$ cat config.mk
export PLATFORM = sky130hd
export DESIGN_NAME = sec_ecc_engine
export DESIGN_NICKNAME = d
export VERILOG_FILES = /design/src/rtl/sec_ecc_pkg.sv /design/src/rtl/sec_ecc_term.sv /design/src/rtl/sec_ecc_accum.sv /design/src/rtl/sec_ecc_classify.sv /design/src/rtl/sec_ecc_engine.sv
export SDC_FILE = /design/constraint.sdc
export NUM_CORES = 1
export LEC_CHECK = 0
export ABC_CLOCK_PERIOD_IN_PS = 5100
export CAP_MARGIN = 10
export CELL_PAD_IN_SITES_DETAIL_PLACEMENT = 0
export CELL_PAD_IN_SITES_GLOBAL_PLACEMENT = 1
export CORE_MARGIN = 10
export CORE_UTILIZATION = 37
export CTS_CLUSTER_DIAMETER = 50
export DETAILED_ROUTE_END_ITERATION = 6
export MAX_ROUTING_LAYER = met4
export PLACE_DENSITY_LB_ADDON = 0.25
export SYNTH_ARGS = -nofsm -noshare
export SYNTH_HDL_FRONTEND = slang
export SYNTH_SLANG_ARGS = --single-unit
$ cat constraint.sdc
create_clock -name clk -period 5.1 [get_ports clk]
set_input_delay 1.02 -clock clk [delete_from_list [all_inputs] [get_ports clk]]
set_output_delay 1.02 -clock clk [all_outputs]
set_load 0.01 [all_outputs]
$ cat src/rtl/sec_ecc_pkg.sv
package sec_ecc_pkg;

   localparam int BYTE_W    = 8;
   localparam int BIT_IDX_W = 3;

   typedef enum logic [1:0] {
      RES_CLEAN    = 2'd0,
      RES_FIXED    = 2'd1,
      RES_CODE_HIT = 2'd2,
      RES_FATAL    = 2'd3
   } ecc_res_e;

endpackage

$ cat src/rtl/sec_ecc_term.sv
// Parity contribution of one byte: every set bit folds its bit address into
// the true group and the inverted address into the complement group.
module sec_ecc_term
   import sec_ecc_pkg::*;
#(
   parameter int GROUP_W = 12,
   localparam int OFS_W  = GROUP_W - BIT_IDX_W
) (
   input  logic [OFS_W-1:0]   ofs,
   input  logic [BYTE_W-1:0]  data,
   output logic [GROUP_W-1:0] t_true,
   output logic [GROUP_W-1:0] t_cmpl
);

   logic [GROUP_W-1:0] part_true [BYTE_W];
   logic [GROUP_W-1:0] part_cmpl [BYTE_W];

   for (genvar b = 0; b < BYTE_W; b++) begin : g_bit
      logic [GROUP_W-1:0] addr;
      assign addr         = {ofs, BIT_IDX_W'(b)};
      assign part_true[b] = data[b] ? addr  : '0;
      assign part_cmpl[b] = data[b] ? ~addr : '0;
   end

   always_comb begin
      t_true = '0;
      t_cmpl = '0;
      for (int b = 0; b < BYTE_W; b++) begin
         t_true = t_true ^ part_true[b];
         t_cmpl = t_cmpl ^ part_cmpl[b];
      end
   end

endmodule

$ cat src/rtl/sec_ecc_accum.sv
// Byte counter and the two parity-group registers.
module sec_ecc_accum
   import sec_ecc_pkg::*;
#(
   parameter int SECTOR_BYTES = 512,
   parameter int GROUP_W      = 12,
   localparam int OFS_W       = GROUP_W - BIT_IDX_W,
   localparam int CNT_W       = $clog2(SECTOR_BYTES) + 1
) (
   input  logic               clk,
   input  logic               rst_n,
   input  logic               clear,
   input  logic               in_valid,
   input  logic [BYTE_W-1:0]  in_byte,
   output logic [GROUP_W-1:0] grp_true,
   output logic [GROUP_W-1:0] grp_cmpl,
   output logic               full
);

   logic [CNT_W-1:0]   cnt_q;
   logic [GROUP_W-1:0] true_q, cmpl_q;
   logic [GROUP_W-1:0] t_true, t_cmpl;
   logic [OFS_W-1:0]   cur_ofs;
   logic               accept;

   assign full    = (cnt_q == CNT_W'(SECTOR_BYTES));
   assign accept  = in_valid && !full && !clear;
   assign cur_ofs = OFS_W'(cnt_q);

   sec_ecc_term #(.GROUP_W(GROUP_W)) u_term (
      .ofs    (cur_ofs),
      .data   (in_byte),
      .t_true (t_true),
      .t_cmpl (t_cmpl)
   );

   always_ff @(posedge clk or negedge rst_n) begin
      if (!rst_n) begin
         cnt_q  <= '0;
         true_q <= '0;
         cmpl_q <= '0;
      end else if (clear) begin
         cnt_q  <= '0;
         true_q <= '0;
         cmpl_q <= '0;
      end else if (accept) begin
         cnt_q  <= cnt_q + 1'b1;
         true_q <= true_q ^ t_true;
         cmpl_q <= cmpl_q ^ t_cmpl;
      end
   end

   assign grp_true = true_q;
   assign grp_cmpl = cmpl_q;

endmodule

$ cat src/rtl/sec_ecc_classify.sv
// Compares calculated and stored codes and locates a single data-bit fault.
module sec_ecc_classify
   import sec_ecc_pkg::*;
#(
   parameter int SECTOR_BYTES = 512,
   parameter int GROUP_W      = 12,
   localparam int CODE_W      = 2 * GROUP_W,
   localparam int OFS_W       = GROUP_W - BIT_IDX_W
) (
   input  logic [CODE_W-1:0]    calc_code,
   input  logic [CODE_W-1:0]    stored_code,
   output ecc_res_e             verdict,
   output logic [OFS_W-1:0]     loc_byte,
   output logic [BIT_IDX_W-1:0] loc_bit
);

   logic [CODE_W-1:0]  diff;
   logic [GROUP_W-1:0] d_hi, d_lo;
   logic [OFS_W-1:0]   d_ofs;
   logic               pair_ok, in_range, lone_bit;

   assign diff     = calc_code ^ stored_code;
   assign d_hi     = diff[CODE_W-1:GROUP_W];
   assign d_lo     = diff[GROUP_W-1:0];
   assign d_ofs    = d_hi[GROUP_W-1:BIT_IDX_W];
   assign pair_ok  = ((d_hi ^ d_lo) == '1);
   assign in_range = ({1'b0, d_ofs} < (OFS_W+1)'(SECTOR_BYTES));
   assign lone_bit = (diff != '0) && ((diff & (diff - 1'b1)) == '0);

   always_comb begin
      verdict  = RES_FATAL;
      loc_byte = '0;
      loc_bit  = '0;
      if (diff == '0) begin
         verdict = RES_CLEAN;
      end else if (pair_ok) begin
         if (in_range) begin
            verdict  = RES_FIXED;
            loc_byte = d_ofs;
            loc_bit  = d_hi[BIT_IDX_W-1:0];
         end
      end else if (lone_bit) begin
         verdict = RES_CODE_HIT;
      end
   end

endmodule

$ cat src/rtl/sec_ecc_engine.sv
module sec_ecc_engine
   import sec_ecc_pkg::*;
#(
   parameter int SECTOR_BYTES = 512,
   parameter int GROUP_W      = 12,
   parameter bit ERASED_CLEAN = 1'b1,
   localparam int CODE_W      = 2 * GROUP_W,
   localparam int OFS_W       = GROUP_W - BIT_IDX_W
) (
   input  logic                 clk,
   input  logic                 rst_n,
   input  logic                 start,
   input  logic                 take,
   input  logic                 in_valid,
   input  logic [BYTE_W-1:0]    in_byte,
   input  logic [CODE_W-1:0]    stored_code,
   output logic [CODE_W-1:0]    calc_code,
   output logic                 sector_done,
   output logic [1:0]           result,
   output logic [OFS_W-1:0]     fix_byte,
   output logic [BIT_IDX_W-1:0] fix_bit
);

   if ((SECTOR_BYTES < 2) || ((SECTOR_BYTES & (SECTOR_BYTES - 1)) != 0)) begin : g_bad_size
      $error("SECTOR_BYTES must be a power of two of at least 2");
   end
   if (GROUP_W < $clog2(SECTOR_BYTES) + BIT_IDX_W) begin : g_bad_group
      $error("GROUP_W too narrow to address every bit of the sector");
   end

   logic [GROUP_W-1:0] grp_true, grp_cmpl;
   logic [CODE_W-1:0]  packed_code;
   ecc_res_e           verdict;

   sec_ecc_accum #(
      .SECTOR_BYTES (SECTOR_BYTES),
      .GROUP_W      (GROUP_W)
   ) u_accum (
      .clk      (clk),
      .rst_n    (rst_n),
      .clear    (start | take),
      .in_valid (in_valid),
      .in_byte  (in_byte),
      .grp_true (grp_true),
      .grp_cmpl (grp_cmpl),
      .full     (sector_done)
   );

   assign packed_code = {grp_true, grp_cmpl};

   if (ERASED_CLEAN) begin : g_inv
      assign calc_code = ~packed_code;
   end else begin : g_raw
      assign calc_code = packed_code;
   end

   sec_ecc_classify #(
      .SECTOR_BYTES (SECTOR_BYTES),
      .GROUP_W      (GROUP_W)
   ) u_class (
      .calc_code   (calc_code),
      .stored_code (stored_code),
      .verdict     (verdict),
      .loc_byte    (fix_byte),
      .loc_bit     (fix_bit)
   );

   assign result = verdict;

endmodule

==> flow_summary.json, run 1 <==
{
  "reg2reg_slack_ps": 3100,
  "total_leakage_power_uw": 0.001366,
  "critical_path.endpoint_type": "output port",
  "global_route.usage.met3": 0.02480,
  "fmax_mhz": 207.5,
  "synth_area_leaders": "sky130_fd_sc_hd__dfrtp_1, sky130_fd_sc_hd__xnor2_1, sky130_fd_sc_hd__nor2_1",
  "routed_wirelength_microns": 7227,
  "crit_required_ps": 4080,
  "postSynthNetCount": 357,
  "r2r_cells": 7,
  "placement_rows": 30,
  "final_antenna_net_count": 0,
  "vias": 2293,
  "seq_area_frac_synth": 0.3337,
  "die_w_microns": 103.0,
  "totalNegativeSetupSlack_ps": 0,
  "hold_viol": 0,
  "status": "finished, final reports clean",
  "drt-initial-drc-count": 82,
  "clk_pin_slew_ps": 60,
  "finalCritPeriodShare": 0.9451,
  "power.density_nw_per_um2": 215.3,
  "global_route.usage.met2": 0.2501,
  "post-synth-top-count-cell": "sky130_fd_sc_hd__nor2_1",
  "tritoncts": "built",
  "dpl_cell_area_sq_um": 3400,
  "grt-ovfl-total": 0,
  "worst_min_delay_path_category": "flop to flop",
  "number_of_global_route_vias_before_repair": 2345,
  "worst_skew_pair.late_latency_ps": 280,
  "worstMarginPinSlew_ps": 671.8,
  "ctsHtreeMaxLevel": 2,
  "syn_avg_cell_area_sq_um": 8.019,
  "fin_worst_skew_ps": 4.145,
  "async_flop_share": 1.000,
  "first_pass_iters": 4,
  "max_slew_margin": 0.5521,
  "period_minus_slack_ps": 4820,
  "synth-edff-count": 0,
  "post_cts_buffers": 0,
  "final_design_area_no_fill_sq_um": 3491,
  "crit_path_start_kind": "input pin",
  "post_cts_resized": 0,
  "most_instantiated_flip_flop_cell_in_the_synthesis_netlist": "sky130_fd_sc_hd__dfrtp_1",
  "synth.largest_area_cell": "sky130_fd_sc_hd__dfrtp_1",
  "initial_utilization": 0.3774,
  "ys_warn_count": 0,
  "area_delta_synth_final_pct": 36.90,
  "pre_cts_ws_ps": 242.2,
  "grt_antenna_before_repair": 0,
  "clockBufferDepth": 2,
  "cts.root.buffer_cell": "sky130_fd_sc_hd__clkbuf_8",
  "ys_ff_latch": 34,
  "unrepaired_setup_endpoints_after_global_routing": "false",
  "netlist_area_sq_um": 2550,
  "portBuffers": 75,
  "maxCapViolCount": 0,
  "drc": 0,
  "worstSetupPathType": "input pin to output port",
  "multiInputGateArea_sq_um": 1555,
  "gp_congestion": 0.9595,
  "setup_viol": 0,
  "cts_sinks": 34,
  "post_route_cells_drive_above_1_share": 0.04545,
  "register_area_sq_um": 850.8,
  "total_number_of_nets_in_the_final_design": 434,
  "grt_first_pass_wirelength_microns": 11540,
  "synth_cells": 318,
  "hpwl_microns": 5952,
  "globalRouteMet1Util": 0.1616,
  "gr-max-usage-layer": "met2",
  "floorplan.die_area_sq_um": 10610,
  "worst_endpoint_data_arrival_time_ps": 3800,
  "ioPinCount": 76,
  "n_antenna_cell": 0,
  "vdd_drop_max_mv": 0.1498,
  "die_height_microns": 103.0,
  "synth.cells.most_frequent": "sky130_fd_sc_hd__nor2_1, sky130_fd_sc_hd__xnor2_1, sky130_fd_sc_hd__dfrtp_1, sky130_fd_sc_hd__inv_1, sky130_fd_sc_hd__xor2_1",
  "fin_ws_ps": 279.8,
  "tritoncts.num_buffers": 5,
  "slew_viol_final": 0,
  "grt_start_max_net_pins": 36,
  "synth_cell_types": 33,
  "crit_fanout": 13,
  "drt-wirelength-per-cell_microns": 15.18,
  "share_of_the_synthesized_area_in_the_top_cell_type": 0.3337,
  "core_area_sq_um": 6756,
  "total_grt_usage": 0.1412,
  "vias_per_cell": 4.817,
  "cts_hold_buf": 0,
  "num-fill-cells": 659,
  "min_path_cells": 2
}
power breakdown:
part           total [uW]  internal (uW)  switching (uW)
Combinational         251            121             131
Clock                 203            109            94.3
Sequential            297            280            16.8
logic make-up (layout without fill, tap and decap cells):
logic type | Yosys count | count (layout) | synth area share
buffers and inverters | 38 | 116 | 0.05642
XOR/XNOR | 90 | 90 | 0.3091
AND/OR/NAND/NOR | 129 | 129 | 0.2301
flip-flops | 34 | 34 | 0.3337
AO/OA/AOI/OAI | 25 | 25 | 0.06084
adder cells (fa/ha/maj) | 2 | 2 | 0.009812
registers in the layout, indices dropped and copies added (netlist names):
| signal | cells |
|---|---|
| u_accum.cnt_q | 10 |
| u_accum.grp_cmpl | 12 |
| u_accum.grp_true | 12 |
critical path, stage by stage:
cell and delay, ps:
sky130_fd_sc_hd__clkdlybuf4s50_1 410, sky130_fd_sc_hd__xnor2_1 460, sky130_fd_sc_hd__xnor2_1 140, sky130_fd_sc_hd__nor4_1 420
sky130_fd_sc_hd__nand3_1 440, sky130_fd_sc_hd__o21ai_0 200, sky130_fd_sc_hd__a21oi_1 60, sky130_fd_sc_hd__nand4_1 110
sky130_fd_sc_hd__clkdlybuf4s50_1 540
through the flow:
stage                     utilization  power (uW)  cells  hold slack, ps
final                          0.5167       751.7    476           567.2
after global routing           0.5167       797.9    476           587.4
after CTS                      0.5167       761.1    476           570.7
after detailed placement       0.5031       555.5    468           552.3
after global placement         0.5031       553.9    468           542.9
after floorplan                     -       458.5    318           509.6
area by class of cell:
type,instances,share of cell area
Multi-Input combinational cell,246,0.4455
Sequential cell,34,0.2437
Timing Repair Buffer,80,0.2258
Inverter,28,0.03011
Tap cell,80,0.02867
Clock buffer,7,0.02473
Clock inverter,1,0.001434
routing by layer:
metal  vias up  part of all wire
met4         0            0.0084
li1       1170                 -
met2        37              0.51
met1      1079              0.44
met5         -                 0
met3         7             0.034
cells in the final DEF, fill, tap and decap left out, types with 2 or more instances in the layout:
cell,instances
sky130_fd_sc_hd__nand4_1,7
sky130_fd_sc_hd__nand2_1,21
sky130_fd_sc_hd__buf_4,5
sky130_fd_sc_hd__nor3_1,7
sky130_fd_sc_hd__ha_1,2
sky130_fd_sc_hd__inv_1,28
sky130_fd_sc_hd__dfrtp_1,34
sky130_fd_sc_hd__nor4_1,5
sky130_fd_sc_hd__o31ai_1,2
sky130_fd_sc_hd__o21ai_0,7
sky130_fd_sc_hd__clkbuf_8,6
sky130_fd_sc_hd__nor2_1,68
sky130_fd_sc_hd__or2_2,2
sky130_fd_sc_hd__clkdlybuf4s50_1,75
sky130_fd_sc_hd__a21oi_1,8
sky130_fd_sc_hd__and2_1,3
sky130_fd_sc_hd__a31oi_1,3
sky130_fd_sc_hd__nand3_1,7
sky130_fd_sc_hd__xnor2_1,63
sky130_fd_sc_hd__xor2_1,27
final timing paths:
check / from / end
max: stored_code[10] / result[0]
min: u_accum.cnt_q[9] / u_accum.cnt_q[9]
max reg2reg: u_accum.cnt_q[2] / u_accum.grp_cmpl[3]
min reg2reg: u_accum.cnt_q[9] / u_accum.cnt_q[9]
max in group asynchronous: rst_n / u_accum.cnt_q[8]
min in group asynchronous: rst_n / u_accum.grp_true[0]
No activity file was read; power rests on OpenSTA's default activity.
==> run 2: changes to the inputs <==
--- a/constraint.sdc
+++ b/constraint.sdc
@@ -3,2 +3,2 @@
 set_output_delay 1.02 -clock clk [all_outputs]
-set_load 0.01 [all_outputs]
+set_load 0.1 [all_outputs]
==> run 2 against run 1 <==
Die area is the same. Clock-buffer cell count is the same. Critical path depth is the same. Design area shrank 1.1%. Non-clock buffer count shrank 4. Largest power group is now combinational logic.
==> flow_summary.json, run 2 (synthesis gave the netlist of run 1 again) <==
{
  "grt_first_pass_wirelength_microns": 11630,
  "fmax_mhz": 225.2,
  "p_sw_frac": 0.3825,
  "tritoncts": "built",
  "clkPwrFrac": 0.247,
  "finish.utilization": 0.5107,
  "worst_min_delay_path_category": "flop to flop",
  "die_w_microns": 103.0,
  "total_number_of_nets_in_the_final_design": 430,
  "post_route_cells_drive_above_1_share": 0.07143,
  "worstMarginPinSlew_ps": 1001,
  "grt_antenna_before_repair": 0,
  "hpwl_microns": 5933,
  "min_path_cells": 2,
  "die_height_microns": 103.0,
  "max_slew_margin": 0.3304,
  "final_antenna_net_count": 0,
  "worst_skew_pair.late_latency_ps": 280,
  "drt-wirelength-per-cell_microns": 15.24,
  "finalCritPeriodShare": 0.8708,
  "n_antenna_cell": 0,
  "gp_congestion": 0.9153,
  "core_area_sq_um": 6756,
  "vias_per_cell": 4.828,
  "cp_common_cell": "sky130_fd_sc_hd__nand4_1",
  "hold_viol": 0,
  "drc": 0,
  "critical_path.endpoint_type": "output port",
  "routed_wirelength_microns": 7191,
  "crit_path_start_kind": "input pin",
  "totalNegativeSetupSlack_ps": 0,
  "worstSetupPathType": "input pin to output port",
  "reg2reg_slack_ps": 3070,
  "power.combinational.fraction": 0.392,
  "setup_viol": 0,
  "fin_worst_skew_ps": 6.962,
  "first_pass_iters": 4,
  "clockBufferDepth": 2,
  "maxCapViolCount": 0,
  "worst_endpoint_data_arrival_time_ps": 3420,
  "vias": 2279,
  "critical_path.max_stage_delay_ps": 420,
  "mostFrequentLayoutCell": "sky130_fd_sc_hd__nor2_1",
  "area_delta_synth_final_pct": 35.33,
  "floorplan.die_area_sq_um": 10610,
  "portBuffers": 75,
  "ioPinCount": 76,
  "tritoncts.num_buffers": 5,
  "grt_start_max_net_pins": 36,
  "drt-initial-drc-count": 141,
  "cts_hold_buf": 0,
  "total_leakage_power_uw": 0.001381,
  "int_power_uw": 507.7,
  "cp_max_stage_cell": "sky130_fd_sc_hd__clkdlybuf4s50_1",
  "period_minus_slack_ps": 4441,
  "path_cells": "clkdlybuf4s50_1 > xnor2_1 > nor4_2 > nand4_1 > or2_1 > o2bb2ai_1 > a2111oi_2 > nand4_1 > buf_12",
  "layout.cells.most_common_list": "sky130_fd_sc_hd__nor2_1, sky130_fd_sc_hd__xnor2_1, sky130_fd_sc_hd__clkdlybuf4s50_1",
  "post_cts_buffers": 0,
  "status": "finished, final reports clean",
  "unrepaired_setup_endpoints_after_global_routing": "false",
  "initial_utilization": 0.3774,
  "vdd_drop_max_mv": 0.1755,
  "r2r_cells": 7,
  "grt-ovfl-total": 0,
  "crit_required_ps": 4080,
  "crit_fanout": 4,
  "power.density_nw_per_um2": 238.3,
  "placement_rows": 30,
  "p_switching_uw": 314.6,
  "cts_sinks": 34,
  "total_grt_usage": 0.1432,
  "power_frac_seq": 0.361,
  "post_cts_resized": 0,
  "ctsHtreeMaxLevel": 2,
  "clk_pin_slew_ps": 60,
  "cts.root.buffer_cell": "sky130_fd_sc_hd__clkbuf_8",
  "slew_viol_final": 0,
  "number_of_global_route_vias_before_repair": 2327
}
[run 2: area by class of cell]
type | instances | area [sq um]
Tap cell | 80 | 100.1
Inverter | 28 | 105.1
Fill cell | 677 | 3306
Multi-Input combinational cell | 246 | 1555
Clock inverter | 1 | 5.005
Sequential cell | 34 | 850.8
Timing Repair Buffer | 76 | 748.2
Clock buffer | 7 | 86.33
[run 2: per-layer routing]
layer	track usage	up-vias	wire length (microns)
met2	0.2477	55	3686
met4	0.03636	0	107
met1	0.1644	1055	3044
met5	-	-	0
li1	-	1158	-
met3	0.03083	11	352
[run 2: critical path, delay by kind of cell]
kind,cells,cell delay [ps]
compound gates,2,450
xor+xnor,1,240
buf+inv,2,630
simple gates,4,1070
[run 2: through the flow]
stage / area, sq um / cells / hold slack, ps / setup slack [ps] / power (uW)
global placement: 3359 / 464 / 539.2 / 652.4 / 624.0
floorplan: 2550 / 318 / 509.6 / 679.2 / 531.5
finish: 3451 / 472 / 558.3 / 658.9 / 822.3
detailed placement: 3359 / 464 / 541.6 / 678.8 / 625.5
CTS: 3451 / 472 / 560.2 / 681.5 / 831.2
global route: 3451 / 472 / 612.6 / 481.7 / 871.0
[run 2: final timing paths]
kind	startpoint	endpoint
max	stored_code[2]	result[0]
min	u_accum.cnt_q[9]	u_accum.cnt_q[9]
max reg2reg	u_accum.cnt_q[3]	u_accum.grp_cmpl[7]
min reg2reg	u_accum.cnt_q[9]	u_accum.cnt_q[9]
max in group asynchronous	rst_n	u_accum.grp_true[11]
min in group asynchronous	rst_n	u_accum.grp_true[0]
[run 2: power by group through the flow]
stage	Clock [uW]	Sequential, uW	Combinational (uW)
CTS	210	296	325
detailed placement	0	302	324
global placement	0	301	323
finish	203	297	322
floorplan	0	297	235
global route	225	298	347
